==> src/rtl/scrub_pkg.sv <==
package scrub_pkg;

    localparam int WORD_W        = 16;
    localparam int CRC_W         = 16;
    localparam int BIT_IDX_W     = 4;
    localparam int FRAME_FIELD_W = 8;
    localparam logic [CRC_W-1:0] CRC_POLY = 16'h1021;
    localparam logic [CRC_W-1:0] CRC_SEED = 16'hFFFF;

    typedef enum logic [1:0] {
        FLIP_NONE = 2'd0,
        FLIP_ONE  = 2'd1,
        FLIP_TWO  = 2'd2,
        FLIP_PAIR = 2'd3
    } flip_mode_e;

    typedef struct packed {
        logic                     valid;
        logic                     last;
        logic                     fail;
        logic [FRAME_FIELD_W-1:0] frame;
        logic [CRC_W-1:0]         crc;
    } chk_result_t;

    // Advance the CRC by one full data word, most significant bit first.
    function automatic logic [CRC_W-1:0] crc_absorb_word(
        input logic [CRC_W-1:0]  crc_in,
        input logic [WORD_W-1:0] data
    );
        logic [CRC_W-1:0] c;
        logic             fb;
        c = crc_in;
        for (int i = WORD_W - 1; i >= 0; i--) begin
            fb = c[CRC_W-1] ^ data[i];
            c  = {c[CRC_W-2:0], 1'b0};
            if (fb) c = c ^ CRC_POLY;
        end
        return c;
    endfunction

    // Bit pattern that one injection request ORs into the mask.
    function automatic logic [WORD_W-1:0] flip_pattern(
        input flip_mode_e           mode,
        input logic [BIT_IDX_W-1:0] a,
        input logic [BIT_IDX_W-1:0] b
    );
        logic [WORD_W-1:0] p;
        p = '0;
        case (mode)
            FLIP_ONE: p[a] = 1'b1;
            FLIP_TWO: begin
                p[a] = 1'b1;
                p[b] = 1'b1;
            end
            FLIP_PAIR: begin
                if (a == BIT_IDX_W'(WORD_W - 1)) begin
                    p[a]         = 1'b1;
                    p[a - 4'd1]  = 1'b1;
                end else begin
                    p[a]         = 1'b1;
                    p[a + 4'd1]  = 1'b1;
                end
            end
            default: p = '0;
        endcase
        return p;
    endfunction

endpackage

==> src/rtl/frame_store.sv <==
module frame_store
    import scrub_pkg::*;
#(
    parameter int NUM_FRAMES = 4,
    parameter int DATA_WORDS = 4,
    localparam int FRAME_LEN = DATA_WORDS + 1,
    localparam int DEPTH     = NUM_FRAMES * FRAME_LEN,
    localparam int ADDR_W    = $clog2(DEPTH),
    localparam int FRAME_W   = $clog2(NUM_FRAMES),
    localparam int WIDX_W    = $clog2(FRAME_LEN)
) (
    input  logic                 clk,
    input  logic                 rst,
    input  logic                 wr_en,
    input  logic [ADDR_W-1:0]    wr_addr,
    input  logic [WORD_W-1:0]    wr_data,
    input  logic                 inj_valid,
    input  flip_mode_e           inj_mode,
    input  logic [FRAME_W-1:0]   inj_frame,
    input  logic [WIDX_W-1:0]    inj_word,
    input  logic [BIT_IDX_W-1:0] inj_bit_a,
    input  logic [BIT_IDX_W-1:0] inj_bit_b,
    input  logic                 inj_clr,
    input  logic [FRAME_W-1:0]   rd_frame,
    input  logic [WIDX_W-1:0]    rd_word,
    output logic [WORD_W-1:0]    rd_data
);

    logic [WORD_W-1:0] mem_q  [DEPTH];
    logic [WORD_W-1:0] mask_q [DEPTH];

    int                inj_idx;
    int                rd_idx;
    logic              inj_in_range;
    logic [WORD_W-1:0] inj_pat;
    logic              mask_any;

    always_comb begin
        inj_idx      = int'(inj_frame) * FRAME_LEN + int'(inj_word);
        rd_idx       = int'(rd_frame) * FRAME_LEN + int'(rd_word);
        inj_in_range = (int'(inj_word) < FRAME_LEN) && (int'(inj_frame) < NUM_FRAMES);
        inj_pat      = flip_pattern(inj_mode, inj_bit_a, inj_bit_b);
    end

    always_ff @(posedge clk) begin
        if (wr_en && (int'(wr_addr) < DEPTH)) begin
            mem_q[int'(wr_addr)] <= wr_data;
        end
    end

    always_ff @(posedge clk) begin
        if (rst || inj_clr) begin
            for (int i = 0; i < DEPTH; i++) mask_q[i] <= '0;
        end else if (inj_valid && inj_in_range) begin
            mask_q[inj_idx] <= mask_q[inj_idx] | inj_pat;
        end
    end

    assign rd_data = mem_q[rd_idx] ^ mask_q[rd_idx];

    always_comb begin
        mask_any = 1'b0;
        for (int i = 0; i < DEPTH; i++) mask_any = mask_any | (|mask_q[i]);
    end


    mask_wipe_chk: assert property (@(posedge clk) disable iff (rst)
        inj_clr |=> !mask_any);


    no_flip_chk: assert property (@(posedge clk) disable iff (rst)
        (!mask_any && !(inj_valid && inj_mode != FLIP_NONE)) |=> !mask_any);

endmodule

==> src/rtl/frame_checker.sv <==
module frame_checker
    import scrub_pkg::*;
#(
    parameter int NUM_FRAMES = 4,
    parameter int DATA_WORDS = 4,
    localparam int FRAME_LEN = DATA_WORDS + 1,
    localparam int FRAME_W   = $clog2(NUM_FRAMES),
    localparam int WIDX_W    = $clog2(FRAME_LEN)
) (
    input  logic               clk,
    input  logic               rst,
    input  logic [WORD_W-1:0]  rd_data,
    output logic [FRAME_W-1:0] rd_frame,
    output logic [WIDX_W-1:0]  rd_word,
    output chk_result_t        res_o
);

    logic [FRAME_W-1:0] frame_q;
    logic [WIDX_W-1:0]  word_q;
    logic [CRC_W-1:0]   crc_q;
    chk_result_t        res_q;
    chk_result_t        res_d;

    logic               at_check;
    logic               at_last_frame;
    logic [CRC_W-1:0]   crc_base;
    logic [CRC_W-1:0]   crc_nx;

    always_comb begin
        at_check      = (word_q == WIDX_W'(DATA_WORDS));
        at_last_frame = (frame_q == FRAME_W'(NUM_FRAMES - 1));
        crc_base      = (word_q == '0) ? CRC_SEED : crc_q;
        crc_nx        = crc_absorb_word(crc_base, rd_data);
        res_d         = '0;
        if (at_check) begin
            res_d.valid = 1'b1;
            res_d.last  = at_last_frame;
            res_d.fail  = (crc_q != rd_data);
            res_d.frame = FRAME_FIELD_W'(frame_q);
            res_d.crc   = crc_q;
        end
    end

    always_ff @(posedge clk) begin
        if (rst) begin
            frame_q <= '0;
            word_q  <= '0;
            crc_q   <= CRC_SEED;
            res_q   <= '0;
        end else begin
            res_q <= res_d;
            if (at_check) begin
                word_q  <= '0;
                frame_q <= at_last_frame ? '0 : frame_q + 1'b1;
            end else begin
                word_q <= word_q + 1'b1;
                crc_q  <= crc_nx;
            end
        end
    end

    assign rd_frame = frame_q;
    assign rd_word  = word_q;
    assign res_o    = res_q;


    result_gap_chk: assert property (@(posedge clk) disable iff (rst)
        res_q.valid |=> !res_q.valid);


    word_range_chk: assert property (@(posedge clk) disable iff (rst)
        int'(word_q) <= DATA_WORDS);

endmodule

==> src/rtl/error_log.sv <==
module error_log
    import scrub_pkg::*;
#(
    parameter int NUM_FRAMES = 4,
    parameter int CNT_W      = 4,
    localparam int FRAME_W   = $clog2(NUM_FRAMES),
    localparam int SH_W      = 1 + FRAME_W + CNT_W + CRC_W,
    localparam logic [CNT_W-1:0] CNT_MAX = '1
) (
    input  logic               clk,
    input  logic               rst,
    input  chk_result_t        res_i,
    input  logic               err_clr,
    input  logic               sh_load,
    input  logic               sh_en,
    output logic               err_o,
    output logic [FRAME_W-1:0] first_o,
    output logic [CNT_W-1:0]   count_o,
    output logic               pass_done_o,
    output logic               sh_out_o
);

    logic               err_q;
    logic [FRAME_W-1:0] first_q;
    logic [CNT_W-1:0]   cnt_q;
    logic [CRC_W-1:0]   crc0_q;
    logic               pass_q;
    logic [SH_W-1:0]    sh_q;

    always_ff @(posedge clk) begin
        if (rst) begin
            err_q   <= 1'b0;
            first_q <= '0;
            cnt_q   <= '0;
            crc0_q  <= '0;
            pass_q  <= 1'b0;
            sh_q    <= '0;
        end else begin
            pass_q <= res_i.valid && res_i.last;
            if (res_i.valid && (res_i.frame == '0)) crc0_q <= res_i.crc;

            if (err_clr) begin
                err_q   <= 1'b0;
                first_q <= '0;
                cnt_q   <= '0;
            end else if (res_i.valid && res_i.fail) begin
                err_q <= 1'b1;
                if (!err_q) first_q <= FRAME_W'(res_i.frame);
                if (cnt_q != CNT_MAX) cnt_q <= cnt_q + 1'b1;
            end

            if (sh_load)    sh_q <= {err_q, first_q, cnt_q, crc0_q};
            else if (sh_en) sh_q <= {sh_q[SH_W-2:0], 1'b0};
        end
    end

    assign err_o       = err_q;
    assign first_o     = first_q;
    assign count_o     = cnt_q;
    assign pass_done_o = pass_q;
    assign sh_out_o    = sh_q[SH_W-1];


    err_hold_chk: assert property (@(posedge clk) disable iff (rst)
        (err_q && !err_clr) |=> err_q);


    first_keep_chk: assert property (@(posedge clk) disable iff (rst)
        (err_q && !err_clr) |=> $stable(first_q));


    cnt_sat_chk: assert property (@(posedge clk) disable iff (rst)
        (cnt_q == CNT_MAX && !err_clr) |=> (cnt_q == CNT_MAX));


    clear_wins_chk: assert property (@(posedge clk) disable iff (rst)
        err_clr |=> (!err_q && cnt_q == '0));


    pass_pulse_chk: assert property (@(posedge clk) disable iff (rst)
        pass_q |=> !pass_q);

endmodule

==> src/rtl/crc_scrubber.sv <==
module crc_scrubber
    import scrub_pkg::*;
#(
    parameter int NUM_FRAMES = 4,
    parameter int DATA_WORDS = 4,
    parameter int CNT_W      = 4,
    localparam int FRAME_LEN = DATA_WORDS + 1,
    localparam int DEPTH     = NUM_FRAMES * FRAME_LEN,
    localparam int ADDR_W    = $clog2(DEPTH),
    localparam int FRAME_W   = $clog2(NUM_FRAMES),
    localparam int WIDX_W    = $clog2(FRAME_LEN)
) (
    input  logic                 clk,
    input  logic                 rst,
    input  logic                 wr_en,
    input  logic [ADDR_W-1:0]    wr_addr,
    input  logic [WORD_W-1:0]    wr_data,
    input  logic                 inj_valid,
    input  logic [1:0]           inj_mode,
    input  logic [FRAME_W-1:0]   inj_frame,
    input  logic [WIDX_W-1:0]    inj_word,
    input  logic [BIT_IDX_W-1:0] inj_bit_a,
    input  logic [BIT_IDX_W-1:0] inj_bit_b,
    input  logic                 inj_clr,
    input  logic                 err_clr,
    input  logic                 sh_load,
    input  logic                 sh_en,
    output logic                 err_sticky,
    output logic [FRAME_W-1:0]   first_fail_frame,
    output logic [CNT_W-1:0]     fail_count,
    output logic                 pass_done,
    output logic                 sh_out
);

    logic [FRAME_W-1:0] scan_frame;
    logic [WIDX_W-1:0]  scan_word;
    logic [WORD_W-1:0]  scan_data;
    chk_result_t        chk_res;

    frame_store #(
        .NUM_FRAMES (NUM_FRAMES),
        .DATA_WORDS (DATA_WORDS)
    ) u_store (
        .clk       (clk),
        .rst       (rst),
        .wr_en     (wr_en),
        .wr_addr   (wr_addr),
        .wr_data   (wr_data),
        .inj_valid (inj_valid),
        .inj_mode  (flip_mode_e'(inj_mode)),
        .inj_frame (inj_frame),
        .inj_word  (inj_word),
        .inj_bit_a (inj_bit_a),
        .inj_bit_b (inj_bit_b),
        .inj_clr   (inj_clr),
        .rd_frame  (scan_frame),
        .rd_word   (scan_word),
        .rd_data   (scan_data)
    );

    frame_checker #(
        .NUM_FRAMES (NUM_FRAMES),
        .DATA_WORDS (DATA_WORDS)
    ) u_check (
        .clk      (clk),
        .rst      (rst),
        .rd_data  (scan_data),
        .rd_frame (scan_frame),
        .rd_word  (scan_word),
        .res_o    (chk_res)
    );

    error_log #(
        .NUM_FRAMES (NUM_FRAMES),
        .CNT_W      (CNT_W)
    ) u_log (
        .clk         (clk),
        .rst         (rst),
        .res_i       (chk_res),
        .err_clr     (err_clr),
        .sh_load     (sh_load),
        .sh_en       (sh_en),
        .err_o       (err_sticky),
        .first_o     (first_fail_frame),
        .count_o     (fail_count),
        .pass_done_o (pass_done),
        .sh_out_o    (sh_out)
    );


    detect_flag_chk: assert property (@(posedge clk) disable iff (rst)
        (chk_res.valid && chk_res.fail && !err_clr) |=> err_sticky);


    pass_after_last_chk: assert property (@(posedge clk) disable iff (rst)
        (chk_res.valid && chk_res.last) |=> pass_done);

endmodule

==> config.mk <==
export PLATFORM = sky130hd
export DESIGN_NAME = crc_scrubber
export DESIGN_NICKNAME = d
export VERILOG_FILES = /design/src/rtl/scrub_pkg.sv /design/src/rtl/frame_store.sv /design/src/rtl/frame_checker.sv /design/src/rtl/error_log.sv /design/src/rtl/crc_scrubber.sv
export SDC_FILE = /design/constraint.sdc
export NUM_CORES = 2
export LEC_CHECK = 0
export BUFFER_PORTS_ARGS = -buffer_cell sky130_fd_sc_hd__clkbuf_2
export CAP_MARGIN = 20
export CORE_MARGIN = 8
export CORE_UTILIZATION = 60
export DETAILED_ROUTE_END_ITERATION = 6
export GPL_ROUTABILITY_DRIVEN = 0
export PLACE_DENSITY_LB_ADDON = 0.2
export RECOVER_POWER = 25
export SYNTH_ARGS = -nofsm -noshare
export SYNTH_HDL_FRONTEND = slang
export SYNTH_SLANG_ARGS = --single-unit
==> constraint.sdc <==
create_clock -name clk -period 4.85 [get_ports clk]
set_input_delay 0.7275 -clock clk [delete_from_list [all_inputs] [get_ports clk]]
set_output_delay 0.7275 -clock clk [all_outputs]
set_load 0.05 [all_outputs]
**Yosys cells after proc, flatten, opt, wreduce, memory -nomap -nowiden**

Memory sizes are Yosys's and may differ from the RTL's.
Cells that the tools add are included.
W data, S select, Z words.

- Add/sub/neg operators: 7
- Shift operators: 0
- Multipliers: 2
- Equal/unequal tests: 8
- Divide/modulo/power cells: 0
- Bitwise logic cells: 39
- Mux-type cells: 41
- Order comparisons: 10
- Reduce and logical (&&, ||, !) cells: 19

Operators with widths:

| kind | count |
|---|---|
| $mux W13 | 16 |
| $or A16 B16 Y16 | 4 |
| $mux W16 | 3 |
| $not A3 Y3 | 16 |
| $pmux W16 S3 | 1 |
| $mux W23 | 2 |
| $mux W27 | 1 |
| $lt A4 B5 Y1 const B | 4 |
| $demux W1 S4 | 4 |
| $ge A4 B1 Y1 const B | 4 |
| $ne A16 B16 Y1 | 1 |
| $reduce_or A16 Y1 | 1 |
| $xor A1 B1 Y1 | 16 |
| $xor A16 B16 Y16 | 1 |
| $mux W1 | 12 |
| $add A5 B4 Y5 | 2 |
| $mul A2 B3 Y5 const B | 2 |
| $logic_and A1 B1 Y1 | 9 |
| $add A4 B1 Y4 const B | 2 |
| $logic_not A8 Y1 | 1 |
| $eq A2 B2 Y1 const B | 3 |
| $reduce_or A2 Y1 | 3 |
| $lt A5 B5 Y1 const B | 1 |
| $mux W5 | 1 |
| 14 further kinds | 16 |

- Memory bits (read-only): 0
- Output and inout port bits: 9
- Memories: 2
- Word-level logic and storage cells: 143
- Bits in writable memories: 640
- Flip-flop bits (word level): 95
- Bits in latches: 0
- Input bits: 44

Memories:

| memory | words | bits a word | rd ports | clocked after Yosys merged registers in | write ports | line | RTL |
|---|---|---|---|---|---|---|---|
| u_store.mask_q | 20 | 16 | 2 | 0 | 20 | frame_store.sv:30 | `logic [WORD_W-1:0] mask_q [DEPTH];` |
| u_store.mem_q | 20 | 16 | 1 | 0 | 1 | frame_store.sv:29 | `logic [WORD_W-1:0] mem_q [DEPTH];` |

**Longest topological paths before layout**

An unclocked memory read counts as a cell.

- Word-level depth: 36
- Depth in mapped cells: 16
- Gate-level depth less buffers: 13

**Cells and area by module**

Synthesis repeated with hierarchy kept, for this count alone.

- Cells, all modules: 2655
- Area, all modules: 42948.7 sq um

By module, submodules not included:

| module | area an instance (sq um) | seq. area each (sq um) | cells each | times used |
|---|---|---|---|---|
| frame_store | 38568.2 | 24984.0 | 2204 | 1 |
| frame_checker | 2240.9 | 840.8 | 244 | 1 |
| error_log | 2139.6 | 940.9 | 207 | 1 |

**Worst setup path before layout**

Ideal clock, no wire load.

- Path kind: in2reg
- From: input port inj_frame[1]
- To: memory u_store.mask_q[12][0] (enable)
- Setup slack: 0.602 ns
- Arrival: 3.876 ns
- Stages on the path: 10
- Path buffers: 2
- Required time: 4.478 ns
- Library setup time: 0.372 ns
- Cells stage by stage: ha_1 ha_1 fa_1 xor2_1 clkbuf_1 nand2_1 nor2_1 nand2_1 clkbuf_1 nand2_1

RTL lines:

| what | line | RTL |
|---|---|---|
| start: declaration | crc_scrubber.sv:20 | `input logic [FRAME_W-1:0] inj_frame,` |
| end: declaration | frame_store.sv:30 |  |

**Final worst setup path**

- From: register u_check.frame_q[1], in the netlist u_check.rd_frame[1]
- To: register u_check.crc_q[7]

- Longest elaborated chain between the ends: 18
- Elaborated cells on any way between the ends: 31
- Classes of those cells: add/sub (1); mul (1); mux (16); bitwise (11); memory (2)

RTL lines:

| what | line | RTL |
|---|---|---|
| start: declaration | frame_checker.sv:18 | `logic [FRAME_W-1:0] frame_q;` |
| start signal: assignment | frame_checker.sv:54 | `frame_q <= at_last_frame ? '0 : frame_q + 1'b1;` |
| $mul A2 B3 Y5 * | frame_store.sv:40 | `rd_idx = int'(rd_frame) * FRAME_LEN + int'(rd_word);` |
| $add A5 B4 Y5 * | frame_store.sv:40 |  |
| $mem_v2 Z20 W16 (on tied branches) | -- |  |
| $xor A16 B16 Y16 * | frame_store.sv:59 | `assign rd_data = mem_q[rd_idx] ^ mask_q[rd_idx];` |
| $xor A1 B1 Y1 | scrub_pkg.sv:34 | `fb = c[CRC_W-1] ^ data[i];` |
| $mux W13 | scrub_pkg.sv:36 | `if (fb) c = c ^ CRC_POLY;` |
| $xor A1 B1 Y1 / $mux W13 (equally long branches) | scrub_pkg.sv:34, scrub_pkg.sv:36 |  |
| $mux W13 | scrub_pkg.sv:36 |  |
| $xor A1 B1 Y1 / $mux W13 (equally long branches) | scrub_pkg.sv:34, scrub_pkg.sv:36 |  |
| $mux W13 (3 in series) | scrub_pkg.sv:36 |  |
| $mux W13 / $not A3 Y3 (equally long branches) | -- |  |
| $mux W13 | scrub_pkg.sv:36 |  |
| $not A3 Y3 (no line) / $xor A1 B1 Y1 (equally long branches) | -- |  |
| $mux W13 * (3 in series) | scrub_pkg.sv:36 |  |
| end signal: assignment | frame_checker.sv:57 | `crc_q <= crc_nx;` |
| end: declaration | frame_checker.sv:20 | `logic [CRC_W-1:0] crc_q;` |

Mark *: on every way between the ends. The rest lies on a longest branch, timed or not.
A chain may end at the register's enable or synchronous reset.

==> impl_metrics.toml <==
[run_status]
status = "finished with violations"
violations = "max-capacitance violations, max-slew violations"

[timing]
clock-skew-final_ns = 0.0190
fin_crit_ns = 4.76
setup_violations = 0
relSlewSlack_pct = -14.7
period_share_pct = 98.1
drv_slew = 45
final.setup.tns_ns = 0
fmax_ghz = 0.210
hold_viol_final = 0
worstMarginPinSlew_ns = 1.72
worst_slack_ns = 0.0916
grt_setup_unrepaired = "false"

[setup_path]
worst_setup_path_start_kind = "flip-flop"
crit_type = "flip-flop to flip-flop"
crit_start = "u_check.rd_frame[1]$_SDFFE_PP0P_"
ff2ff_setup_slack_ns = 0.09
arrival_ns = 5.28
crit_fanout = 34
required_ns = 5.37
rr_endpoint = "u_check.crc_q[7]$_SDFFE_PP1N_"
reg2reg_depth = 13
end_kind = "flip-flop"
reg2reg_from = "u_check.rd_frame[1]$_SDFFE_PP0P_"

[grt]
grt_pass1_wl_mm = 173
grt_pass1_vias = 25900
grt_max_degree = 50
gr-usage-all-layers_pct = 29.7
grt-ovfl-total = 0
antenna_found_initial = 2

[min_path]
min_from = "err_clr"
holdPathEnd = "u_log.first_o[1]$_SDFFE_PP0P_"
hold_depth = 3
hp-class = "primary input to flip-flop"

[routing]
top_layer = "met5"
drt-wirelength-per-cell_um = 30.8
routed-wl-met3_mm = 15.1
drt_iter0_markers = 3875
drt_pass1_iterations = 5
drc = 0
avgViaCountPerCell = 6.84
totalWireLength_mm = 117
wl_met2_mm = 53.1
postRouteAntennaNets = 0
wl_met1_mm = 43.4
vias = 26000

[synth]
async_reset_ff_share_pct = 0
postSynthAreaPerCell_um2 = 15.9
synth_cells = 2674
ys_types = 68
syn-num-nets = 2736
ys.flop_type = "edfxtp_1"
ys_ff_latch = 921
synth_area_leaders = "edfxtp_1 (59%), mux4_2 (19%), dfxtp_1 (4.2%), nor2_1 (4.1%), mux2i_1 (2.2%)"
yosys_warnings = 0
yosysTopAreaCellShare_pct = 58.7
ys_seq_area_share_pct = 62.9
synthesis.area_mm2 = 0.0425
synth_largest_area_cell = "edfxtp_1"
synth-edff-count = 832

[clock_tree]
path_clk_slew_ns = 0.06
cts_max_level = 3
root_buffer = "clkbuf_16"
clock_latency_ns = 0.65
cts_buffer_depth = 3
cts_tree = "built"
cts-buffers-inserted = 92
numClockSinks = 921

[die]
die-area_mm2 = 0.0797
initial_core_util_pct = 60.6
die_x_um = 282
top_level_ports = 53
die_h_um = 282
coreArea_mm2 = 0.0701
rows = 97

[power]
irDropWorstVdd_v = 0.000360
powerDensity_mw_per_mm2 = 443
leakage_nw = 16.3

[layout]
drive_gt1_share_pct = 26.4
final_cells = 3806
fin_util_pct = 68.3
final_area_mm2 = 0.0479
fin_nets = 2850
area_growth_pct = 12.6

[placed_design]
dp.cells = 3631
dpl_worst_slack_ns = 0.198
io_buffer_count = 52
hpwlAfterDp_mm = 77.8
postPlaceCellArea_mm2 = 0.0449

[job]
cap_violations = 1
[cell families (layout without fill, tap and decap cells)]
kind of cell | count (synthesis) | after routing | synth area share, %
buffers and inverters | 232 | 422 | 2.50
other | 0 | 2 | 0
XOR/XNOR | 106 | 106 | 2.40
AO/OA/AOI/OAI | 177 | 177 | 2.54
multiplexers | 462 | 462 | 21.7
adder cells (fa/ha/maj) | 19 | 19 | 0.588
flip-flops | 921 | 921 | 62.9
AND/OR/NAND/NOR | 757 | 757 | 7.38
[area by class of cell]
cell class              count  area, um^2
flip-flops and latches    921       26800
fillers                  4678       22200
multi-input cells        1521       14900
clock buffers             117        2480
repair buffers            225        1950
well taps                 940        1180
clock inverters            53         508
inverters                  27         101
diodes                      2        5.00
[repair_timing]
| item | in CTS | in global routing |
|---|---|---|
| setup buffers | 0 | 3 |
| resized for setup | 0 | 2 |
| setup endpoints to repair | 0 | 4 |
| hold buffers | 0 | 0 |
[routing by layer]
layer | up-vias | global-route usage (%)
li1 | 10600 | -
met1 | 13200 | 41.9
met2 | 1923 | 44.5
met3 | 316 | 7.55
met4 | 2 | 12.7
met5 | - | 0
[sequential cells by signal, indices dropped and copies added (netlist names), 3 cells and up]
signal,cells
u_store.mask_q,512
u_store.mem_q,320
u_log.sh_q,23
u_check.res_o,21
u_check.crc_q,16
u_log.crc0_q,16
u_log.count_o,4
u_check.rd_word,3
[Yosys cell counts (4+ instances only)]
cell        n
mux2i_1    94
a22oi_1     4
dfxtp_1    89
edfxtp_1  832
buf_4      16
and2_1     26
mux4_2    364
o22ai_1     8
nand3_1    59
o221ai_1    4
a31oi_1    13
a21oi_1    91
a211oi_1    4
and3_1      6
inv_1      26
xnor2_1    60
nor2_1    463
buf_1      22
buf_2      29
buf_6      13
nand2_1   144
o21ai_0    17
xor2_1     39
a21o_1      4
nor2b_1     6
clkbuf_1  125
nand2b_1    7
nand4_1    16
nor3_1     15
ha_1       16
[power by group]
group / total, mW / switching (mW) / leakage (nW) / internal (mW)
Combinational: 4.96 / 2.84 / 5.94 / 2.13
Sequential: 9.19 / 0.175 / 8.91 / 9.01
Clock: 7.07 / 3.05 / 1.46 / 4.02
Total: 21.2 / 6.07 / 16.3 / 15.2
[worst max-delay path, cell delays in order, from the launching register on]
cell	delay (ns)
dfxtp_1	0.42
ha_1	0.29
ha_4	0.18
fa_4	0.49
xor2_4	0.28
buf_12	0.29
mux4_2	0.60
xnor2_1	0.59
a21oi_1	0.17
buf_4	0.17
xnor2_1	0.32
xnor3_2	0.46
xnor2_1	0.19
a21oi_1	0.09
[metrics by stage]
| stage | hold slack, ns | power (mW) |
|---|---|---|
| finish | 0.418 | 21.2 |
| global placement | 0.409 | 14.1 |
| CTS | 0.397 | 21.2 |
| global route | 0.421 | 21.9 |
| floorplan | 0.404 | 12.6 |
| detailed placement | 0.416 | 14.2 |
[placed cells by master, fill, tap and decap left out, types with 8 or more instances in the layout]
| cell type | n |
|---|---|
| a21oi_1 | 87 |
| a31oi_1 | 13 |
| and2_1 | 25 |
| buf_12 | 30 |
| buf_4 | 135 |
| clkbuf_1 | 44 |
| clkbuf_16 | 95 |
| clkbuf_2 | 33 |
| clkinv_1 | 19 |
| clkinv_2 | 18 |
| dfxtp_1 | 89 |
| edfxtp_1 | 832 |
| ha_1 | 12 |
| inv_1 | 26 |
| mux2i_1 | 93 |
| mux4_2 | 364 |
| nand2_1 | 144 |
| nand3_1 | 59 |
| nand4_1 | 16 |
| nor2_1 | 443 |
| nor2_2 | 20 |
| nor3_1 | 11 |
| o21ai_0 | 17 |
| o22ai_1 | 8 |
| xnor2_1 | 57 |
| xor2_1 | 38 |
[worst max-delay path by stage]
| stage | end | slack [ns] | cells past startpoint |
|---|---|---|---|
| floorplan | u_store.mask_q[12][0]$_SDFFCE_PN0P_ | 0.60 | 10 |
| global placement | u_check.crc_q[13]$_SDFFE_PP1N_ | 0.20 | 13 |
| detailed placement | u_check.crc_q[7]$_SDFFE_PP1N_ | 0.20 | 16 |
| CTS | u_check.crc_q[7]$_SDFFE_PP1N_ | 0.13 | 13 |
| global route | u_check.crc_q[5]$_SDFFE_PP1N_ | 0.02 | 13 |
| finish | u_check.crc_q[7]$_SDFFE_PP1N_ | 0.09 | 13 |
Note: power is estimated with default switching activity, not from simulation.
